`src/rtl/sbc_pkg.sv`:
```
// Package: shared encodings for the serializing barrier controller.
// Assumes attribute bits arrive one-hot or all zero.
package sbc_pkg;
    localparam int KIND_W  = 4;
    localparam int K_SB    = 0;  // wait-before
    localparam int K_REGAC = 1;  // internal register access
    localparam int K_SA    = 2;  // wait-after
    localparam int K_SC    = 3;  // store-conditional
    localparam int NUM_CNT = 3;
    localparam int C_SER   = 0;
    localparam int C_TMP   = 1;
    localparam int C_STALL = 2;

    typedef enum logic [1:0] {
        ST_RUN     = 2'd0,
        ST_HOLD    = 2'd1,
        ST_RELEASE = 2'd2
    } sbc_state_e;
endpackage

```
`src/rtl/sbc_classify.sv`:
```
// Module: sbc_classify
// Decides, from one incoming instruction's attributes and the pending
// wait-next mark, whether it becomes a barrier, triggers a wait-after,
// and which counter it bumps. Purely combinational; the caller qualifies
// every output with acceptance.
module sbc_classify
    import sbc_pkg::*;
(
    input  logic [KIND_W-1:0] kind,
    input  logic              temp,
    input  logic              handled,
    input  logic              pend_next,
    output logic              eff_sb,
    output logic              make_barrier,
    output logic              make_after,
    output logic              fwd_handled,
    output logic              ser_inc,
    output logic              tmp_inc
);
    // Attribute decode for one instruction.
    always_comb begin
        eff_sb       = kind[K_SB] | pend_next;
        make_barrier = (eff_sb | kind[K_REGAC]) & ~handled;
        make_after   = (kind[K_SA] | kind[K_SC]) & ~handled & ~make_barrier;
        fwd_handled  = handled | make_after;
        ser_inc      = (make_barrier & ~temp) | make_after;
        tmp_inc      = make_barrier & temp;
    end
endmodule

```
`src/rtl/sbc_hold.sv`:
```
// Module: sbc_hold
// Single-entry barrier register and the run / hold / release sequencer.
// Assumes the caller raises capture only in the run phase. A squash
// cancels the entry when the held tag is younger than the squash tag,
// with priority over drain and over release.
module sbc_hold
    import sbc_pkg::*;
#(
    parameter int SEQ_W = 8,
    parameter int PAY_W = 16
) (
    input  logic             clk,
    input  logic             rst_n,
    input  logic             capture,
    input  logic [SEQ_W-1:0] cap_seq,
    input  logic [PAY_W-1:0] cap_pay,
    input  logic             cap_temp,
    input  logic             rob_empty,
    input  logic             iq_empty,
    input  logic             out_ready,
    input  logic             squash_valid,
    input  logic [SEQ_W-1:0] squash_seq,
    output sbc_state_e       state,
    output logic [SEQ_W-1:0] hold_seq,
    output logic [PAY_W-1:0] hold_pay,
    output logic             hold_handled
);
    sbc_state_e state_n;
    logic       cancel;

    // Squash reaches the held barrier only when it is younger.
    always_comb begin
        cancel = squash_valid && (state != ST_RUN) && (hold_seq > squash_seq);
    end

    // Next-phase selection.
    always_comb begin
        state_n = state;
        unique case (state)
            ST_RUN:     if (capture) state_n = ST_HOLD;
            ST_HOLD:    if (cancel) state_n = ST_RUN;
                        else if (rob_empty && iq_empty) state_n = ST_RELEASE;
            ST_RELEASE: if (cancel || out_ready) state_n = ST_RUN;
            default:    state_n = ST_RUN;
        endcase
    end

    // Phase register.
    always_ff @(posedge clk) begin
        if (!rst_n) state <= ST_RUN;
        else        state <= state_n;
    end

    // Barrier contents, loaded on capture.
    always_ff @(posedge clk) begin
        if (!rst_n) begin
            hold_seq     <= '0;
            hold_pay     <= '0;
            hold_handled <= 1'b0;
        end else if (capture) begin
            hold_seq     <= cap_seq;
            hold_pay     <= cap_pay;
            hold_handled <= ~cap_temp;
        end
    end
endmodule

```
`src/rtl/sbc_counter.sv`:
```
// Module: sbc_counter
// Free-running event counter, one step per cycle with inc high; wraps.
module sbc_counter #(
    parameter int W = 16
) (
    input  logic         clk,
    input  logic         rst_n,
    input  logic         inc,
    output logic [W-1:0] q
);
    // Count one event per enabled cycle.
    always_ff @(posedge clk) begin
        if (!rst_n)   q <= '0;
        else if (inc) q <= q + W'(1);
    end
endmodule

```
`src/rtl/ser_barrier_ctrl.sv`:
```
// Module: ser_barrier_ctrl
// Dispatch-side serializing barrier controller. Forwards ordinary
// instructions combinationally, parks wait-before / register-access
// instructions until the back end drains, and turns wait-after into a
// wait-before on the successor. Assumes out_ready does not depend on
// out_valid and that tags grow with age without wrapping inside a window.
module ser_barrier_ctrl
    import sbc_pkg::*;
#(
    parameter int SEQ_W = 8,
    parameter int PAY_W = 16,
    parameter int CNT_W = 16
) (
    input  logic              clk,
    input  logic              rst_n,
    input  logic              in_valid,
    output logic              in_ready,
    input  logic [SEQ_W-1:0]  in_seq,
    input  logic [PAY_W-1:0]  in_payload,
    input  logic [KIND_W-1:0] in_kind,
    input  logic              in_temp,
    input  logic              in_handled,
    output logic              out_valid,
    input  logic              out_ready,
    output logic [SEQ_W-1:0]  out_seq,
    output logic [PAY_W-1:0]  out_payload,
    output logic              out_ser_before,
    output logic              out_handled,
    input  logic              rob_empty,
    input  logic              iq_empty,
    input  logic              squash_valid,
    input  logic [SEQ_W-1:0]  squash_seq,
    output logic [CNT_W-1:0]  ser_count,
    output logic [CNT_W-1:0]  tmp_count,
    output logic [CNT_W-1:0]  stall_count
);
    sbc_state_e       state;
    logic [SEQ_W-1:0] hold_seq;
    logic [PAY_W-1:0] hold_pay;
    logic             hold_handled;
    logic             pend_next;
    logic             accept;
    logic             st_hold;
    logic             st_rel;
    logic             eff_sb, make_barrier, make_after, fwd_handled;
    logic             ser_inc, tmp_inc;
    logic [NUM_CNT-1:0] cnt_inc;
    logic [CNT_W-1:0]   cnt_q [NUM_CNT];

    sbc_classify u_cls (
        .kind        (in_kind),
        .temp        (in_temp),
        .handled     (in_handled),
        .pend_next   (pend_next),
        .eff_sb      (eff_sb),
        .make_barrier(make_barrier),
        .make_after  (make_after),
        .fwd_handled (fwd_handled),
        .ser_inc     (ser_inc),
        .tmp_inc     (tmp_inc)
    );

    sbc_hold #(.SEQ_W(SEQ_W), .PAY_W(PAY_W)) u_hold (
        .clk         (clk),
        .rst_n       (rst_n),
        .capture     (accept && make_barrier),
        .cap_seq     (in_seq),
        .cap_pay     (in_payload),
        .cap_temp    (in_temp),
        .rob_empty   (rob_empty),
        .iq_empty    (iq_empty),
        .out_ready   (out_ready),
        .squash_valid(squash_valid),
        .squash_seq  (squash_seq),
        .state       (state),
        .hold_seq    (hold_seq),
        .hold_pay    (hold_pay),
        .hold_handled(hold_handled)
    );

    // Phase decode and input handshake.
    always_comb begin
        st_hold  = (state == ST_HOLD);
        st_rel   = (state == ST_RELEASE);
        in_ready = (state == ST_RUN) && out_ready;
        accept   = in_valid && in_ready;
    end

    // Output mux: held barrier when releasing, else the live input.
    always_comb begin
        if (st_rel) begin
            out_valid      = 1'b1;
            out_seq        = hold_seq;
            out_payload    = hold_pay;
            out_ser_before = 1'b0;
            out_handled    = hold_handled;
        end else begin
            out_valid      = (state == ST_RUN) && in_valid && !make_barrier;
            out_seq        = in_seq;
            out_payload    = in_payload;
            out_ser_before = eff_sb;
            out_handled    = fwd_handled;
        end
    end

    // Wait-next mark: set by a wait-after, consumed by any acceptance.
    always_ff @(posedge clk) begin
        if (!rst_n)      pend_next <= 1'b0;
        else if (accept) pend_next <= make_after;
    end

    // Counter enables.
    always_comb begin
        cnt_inc          = '0;
        cnt_inc[C_SER]   = accept && ser_inc;
        cnt_inc[C_TMP]   = accept && tmp_inc;
        cnt_inc[C_STALL] = st_hold;
    end

    for (genvar g = 0; g < NUM_CNT; g++) begin : g_cnt
        sbc_counter #(.W(CNT_W)) u_cnt (
            .clk  (clk),
            .rst_n(rst_n),
            .inc  (cnt_inc[g]),
            .q    (cnt_q[g])
        );
    end

    // Counter outputs.
    always_comb begin
        ser_count   = cnt_q[C_SER];
        tmp_count   = cnt_q[C_TMP];
        stall_count = cnt_q[C_STALL];
    end
endmodule

```
`config.mk`:
```
export PLATFORM = sky130hd
export DESIGN_NAME = ser_barrier_ctrl
export DESIGN_NICKNAME = d
export VERILOG_FILES = /design/src/rtl/sbc_pkg.sv /design/src/rtl/sbc_classify.sv /design/src/rtl/sbc_hold.sv /design/src/rtl/sbc_counter.sv /design/src/rtl/ser_barrier_ctrl.sv
export SDC_FILE = /design/constraint.sdc
export NUM_CORES = 1
export LEC_CHECK = 0
export BUFFER_PORTS_ARGS = -buffer_cell sky130_fd_sc_hd__buf_2
export CAP_MARGIN = 20
export CORE_MARGIN = 3
export CORE_UTILIZATION = 51
export DETAILED_ROUTE_END_ITERATION = 8
export PLACE_DENSITY_LB_ADDON = 0.1
export REMOVE_ABC_BUFFERS = 1
export SYNTH_ARGS = -nofsm -noshare
export SYNTH_HDL_FRONTEND = slang
export SYNTH_SLANG_ARGS = --single-unit
```
`constraint.sdc`:
```
create_clock -name clk -period 2.4 [get_ports clk]
set_input_delay 0.36 -clock clk [delete_from_list [all_inputs] [get_ports clk]]
set_output_delay 0.36 -clock clk [all_outputs]
set_load 0.02 [all_outputs]
```
# --- After elaboration in Yosys (flattened, before gate mapping) ---
# Cells that the tools add are included.
totals:
  register_bits: 76
  inputBits: 45
  output_inout_bits: 76
  elab_cells: 55
classes:
  addsub: 3
  order_cmp: 1
  n_eq_ne: 5
  muxes: 10
  bitwise: 13
  reduce_logical: 15
op_table:
  columns: ["operator", "count"]
  rows:
  - ["adder 16 x 1 -> 16 bit (second input constant)", 3]
  - ["two-way mux 16 bit", 1]
  - ["logical AND 1 bit", 10]
  - ["> comparator 8 bit", 1]
  - ["two-way mux 2 bit", 4]
  - ["two-way mux 8 bit", 1]
  - ["case mux 2 bit (3 select lines)", 1]
  - ["AND 1 bit", 5]
  - ["bitwise OR 1 bit", 5]
  - ["!= test 2 x 1 -> 1 bit (second input constant)", 2]
  - ["two-way mux 1 bit", 3]
  - ["!= test 3 bit (second input constant)", 1]
  - ["inverter 1 bit", 3]
  - ["AND reduction 3 bit", 1]
  - ["equality test 2 x 1 -> 1 bit (second input constant)", 1]
  - ["equality test 2 bit (second input constant)", 1]
  - ["logical NOT 2 bit", 1]
  - ["nonzero test 2 bit", 1]
  - ["logical NOT 1 bit", 1]
  - ["logical OR 1 bit", 1]

# --- Longest topological paths before layout ---
logic_depth:
  word_depth: 7
  mapped_depth: 7
  mapped_depth_nobuf: 7

# --- Modules after synthesis ---
# Synthesis repeated with hierarchy kept, for this count alone.
unflattened:
  cells_unflattened: 420
  area_unflattened_um2: 4056.4
by_module_without_submodules:
  columns: ["module", "n_inst", "cells_per_inst", "area_each_um2", "seq_area_each_um2"]
  rows:
  - ["sbc_counter", 3, 83, 744.5, 320.3]
  - ["sbc_hold", 1, 118, 1237.4, 540.5]
  - ["ser_barrier_ctrl", 1, 43, 519.2, 20.0]
  - ["sbc_classify", 1, 10, 66.3, 0.0]

# --- Least setup slack after synthesis ---
# No wires, ideal clock.
synth_timing:
  path_kind: "register to output"
  from: "register u_hold.state[0]"
  to: "output out_seq[3]"
  t_arrival_ns: 1.450
  setup_slack_ns: 0.590
  path_stages_with_launch: 5
  n_path_buf: 2
  cell_sequence: "dfxtp_1 nand2b_1 buf_2 buf_1 mux2_2"
synth_between:
  elab_chain_len: 2
synth_lines:
  columns: ["item", "line", "text"]
  rows:
  - ["start, declared", "sbc_hold.sv:23", "output sbc_state_e state,"]
  - ["start signal, assigned", "sbc_hold.sv:51", "else state <= state_n;"]
  - ["equality test 2 bit", "ser_barrier_ctrl.sv:84", "st_rel = (state == ST_RELEASE);"]
  - ["two-way mux 8 bit", "ser_barrier_ctrl.sv:91", "if (st_rel) begin"]
  - ["end, declared", "ser_barrier_ctrl.sv:25", "output logic [SEQ_W-1:0] out_seq,"]
# Every way passes these cells.

# --- Worst setup path in the final report ---
layout_timing:
  from: "register u_hold.state[0]"
  to: "output out_payload[13]"
layout_between:
  elab_chain_len: 2
layout_lines:
  columns: ["item", "line", "text"]
  rows:
  - ["equality test 2 bit", "ser_barrier_ctrl.sv:84", null]
  - ["two-way mux 16 bit", "ser_barrier_ctrl.sv:91", null]
  - ["end, declared", "ser_barrier_ctrl.sv:26", "output logic [PAY_W-1:0] out_payload,"]
# Every way passes these cells.

==> flow_metrics.py <==
metrics = {
    "timing": {
        "fmax_mhz": 480,
        "worst_pin_slew_ns": 0.639,
        "min_period_ns": 2.08,
        "final_max_slew_viol_count": 0,
        "setup_tns_ns": 0,
        "finalSetupViolations": 0,
        "rsz0062_at_grt": "false",
        "fin_crit_sh": 0.868,
        "slew_headroom": 0.574,
        "finClkSkew_ns": 0.0102,
        "setup_ws_ns": 0.316,
        "hold_viol": 0,
    },
    "yosys": {
        "synth-seq-cells": 76,
        "ys.flop_type": "dfxtp_1",
        "synth-simple-area-share": 0.273,
        "yosys.area_share.adder": 0.0351,
        "synth_top_family_by_area": "simple AND/OR/NAND/NOR gates",
        "synth_compound_area_frac": 0.102,
        "synthMuxAreaShare": 0.0794,
        "synth_warnings": 0,
        "synth_cell_types": 48,
        "netlist_area_mm2": 0.00392,
        "ys_seq_area_frac": 0.388,
        "async_flop_share": 0,
        "synth-xor-area-share": 0.0826,
        "syn_inst": 437,
        "synth_edf_count": 0,
        "avgSynthCellArea_um2": 8.98,
    },
    "clock_network": {
        "cts_root_buf": "clkbuf_8",
        "clockBufferDepth": 2,
        "h-tree-depth": 3,
        "postCtsSetupRepairBufs": 0,
        "cts_tree": "built",
        "holdBufCountCts": 0,
        "clk_pin_slew_ns": 0.07,
        "cts_made_buffers": 9,
        "ctsResizeCount": 0,
        "clkLatencyLatePin_ns": 0.34,
        "clock_sink_count": 76,
    },
    "layout": {
        "layout_common_cells": "buf_2 (120), dfxtp_1 (76), nand2_1 (65)",
        "mostFrequentLayoutCell": "buf_2",
        "diodes": 0,
        "layout.area.seq_mm2": 0.00152,
        "multi_input_area_mm2": 0.00225,
        "drive_above_1_share": 0.314,
        "fillCellCount": 675,
        "syn_to_final_growth_pct": 22.7,
        "fin_area_mm2": 0.00481,
        "fin_nets": 614,
        "fin_cells": 659,
        "final_core_util": 0.653,
    },
    "place": {
        "numPlacedInstances": 646,
        "io_buffers": 120,
        "globalplace.congestion": 0.767,
        "place_area_mm2": 0.00463,
        "place_hpwl_um": 6550,
        "place_ws_ns": 0.404,
    },
    "global_route": {
        "grt_pass1_wl_um": 14900,
        "grt_max_degree": 45,
        "grt_pass1_vias": 3317,
        "grt_remaining_overflow": 0,
        "antenna_found_initial": 0,
        "grt_usage": 0.210,
    },
    "critical_path": {
        "critPathTopFamily": "flip-flops",
        "cp-start-kind": "register",
        "timing.rr.end": "g_cnt[0].u_cnt.q[8]",
        "worst-r2r-setup-slack_ns": 0.42,
        "critPathBufInv": 2,
        "cp_cell_sequence": "nand2b_1 > buf_4 > mux2_2 > buf_2",
        "cpMaxStageDelayCell": "dfxtp_1",
        "max_stage_delay_ns": 0.44,
        "cp.required_ns": 2.04,
        "r2r-start": "u_hold.state[1]",
        "worstPathArrival_ns": 1.72,
        "cp-end-kind": "output port",
        "path_max_fanout": 15,
        "r2r_cells": 5,
        "path_class": "reg2out",
    },
    "detailed_routing": {
        "ant_nets": 0,
        "drtIter0Drc": 84,
        "routed_via_density": 5.24,
        "num_vias": 3454,
        "wl_per_cell_um": 13.4,
        "first_pass_iters": 5,
        "drc": 0,
        "routed_wl_um": 8820,
    },
    "floorplan": {
        "die_y_um": 93.7,
        "coreArea_mm2": 0.00737,
        "fp-row-count": 31,
        "dieArea_mm2": 0.00878,
        "start_util": 0.532,
        "ioPinCount": 121,
        "dieWidth_um": 93.7,
    },
    "min_path": {
        "holdPathStages": 3,
        "worstHoldStart": "in_payload[15]",
        "min_to": "u_hold.hold_pay[15]",
        "hp-class": "in2reg",
    },
    "pwr": {
        "ir_drop_v": 0.000347,
        "p_per_area_mw_per_mm2": 522,
        "power_leakage_nw": 2.21,
    },
    "status": {
        "status": "complete, no violations",
    },
    "job": {
        "drv_cap": 0,
    },
}
==> flip-flops by register name (all words and copies together), names as in the netlist <==
signal,cells
g_cnt.u_cnt.q,48
pend_next,1
u_hold.hold_handled,1
u_hold.hold_pay,16
u_hold.hold_seq,8
u_hold.state,2
==> metal layers <==
layer,share of wire,global-route usage
met5,0,0
met1,0.44,0.257
met3,0.067,0.0561
met2,0.48,0.358
met4,0.010,0.0650
==> through the flow <==
step                power, mW  hold WS (ns)
floorplan                1.48         0.433
global placement         1.61         0.439
detailed placement       1.62         0.445
CTS                      2.55         0.244
global route             2.62         0.269
finish                   2.51         0.260
==> report_power, final <==
| group | switching, mW | leakage [nW] | internal [mW] |
|---|---|---|---|
| clock network | 0.436 | 0.0939 | 0.488 |
| logic | 0.164 | 1.50 | 0.127 |
| registers | 0.0163 | 0.614 | 1.28 |
==> cells by family (layout without fill, tap and decap cells) <==
logic type | count (synthesis) | count (layout)
buffers and inverters | 33 | 156
AOI/OAI and AO/OA | 59 | 59
xor gates and xnor gates | 37 | 37
and+or+nand+nor | 194 | 194
DFF | 76 | 76
adders and majority gates | 11 | 11
muxes | 27 | 27
==> cells in the mapped netlist, types with 10 or more instances <==
library cell | instances | area [µm²]
inv_1 | 13 | 48.8
xor2_1 | 22 | 193
clkbuf_1 | 10 | 37.5
dfxtp_1 | 76 | 1520
a21boi_1 | 20 | 150
mux2_2 | 23 | 259
nor2_1 | 11 | 41.3
ha_1 | 11 | 138
and2_1 | 38 | 238
nand2_1 | 65 | 244
a21boi_0 | 12 | 90.1
nand4_1 | 12 | 75.1
o21ai_0 | 12 | 60.1
nor3_1 | 14 | 70.1
nand3_1 | 15 | 75.1
xnor2_1 | 15 | 131
==> how the worst max path moves through the flow <==
stage | from | endpoint | slack (ns) | cells past startpoint
2_1_floorplan | u_hold.state[1] | g_cnt[1].u_cnt.q[5] | -0.06 | 5
3_3_place_gp | in_kind[0] | g_cnt[0].u_cnt.q[12] | 0.49 | 6
3_5_place_dp | out_ready | g_cnt[0].u_cnt.q[8] | 0.40 | 6
4_1_cts | u_hold.state[0] | out_payload[13] | 0.28 | 4
5_1_grt | u_hold.state[0] | out_payload[13] | 0.16 | 4
6_report | u_hold.state[0] | out_payload[13] | 0.32 | 4
==> layout make-up <==
class,count,share of cell area
flip-flops and latches,76,0.316
repair buffers,130,0.143
multi-input cells,328,0.468
well taps,99,0.0257
inverters,13,0.0101
clock buffers,10,0.0286
clock inverters,3,0.00832
==> worst reg2reg max path, delay by kind of cell (launching register included) <==
family / cells / cell delay [ns]
xor gates and xnor gates: 1 / 0.10
DFF: 1 / 0.38
and+or+nand+nor: 4 / 1.40
Power figures use the tool's default switching activity.
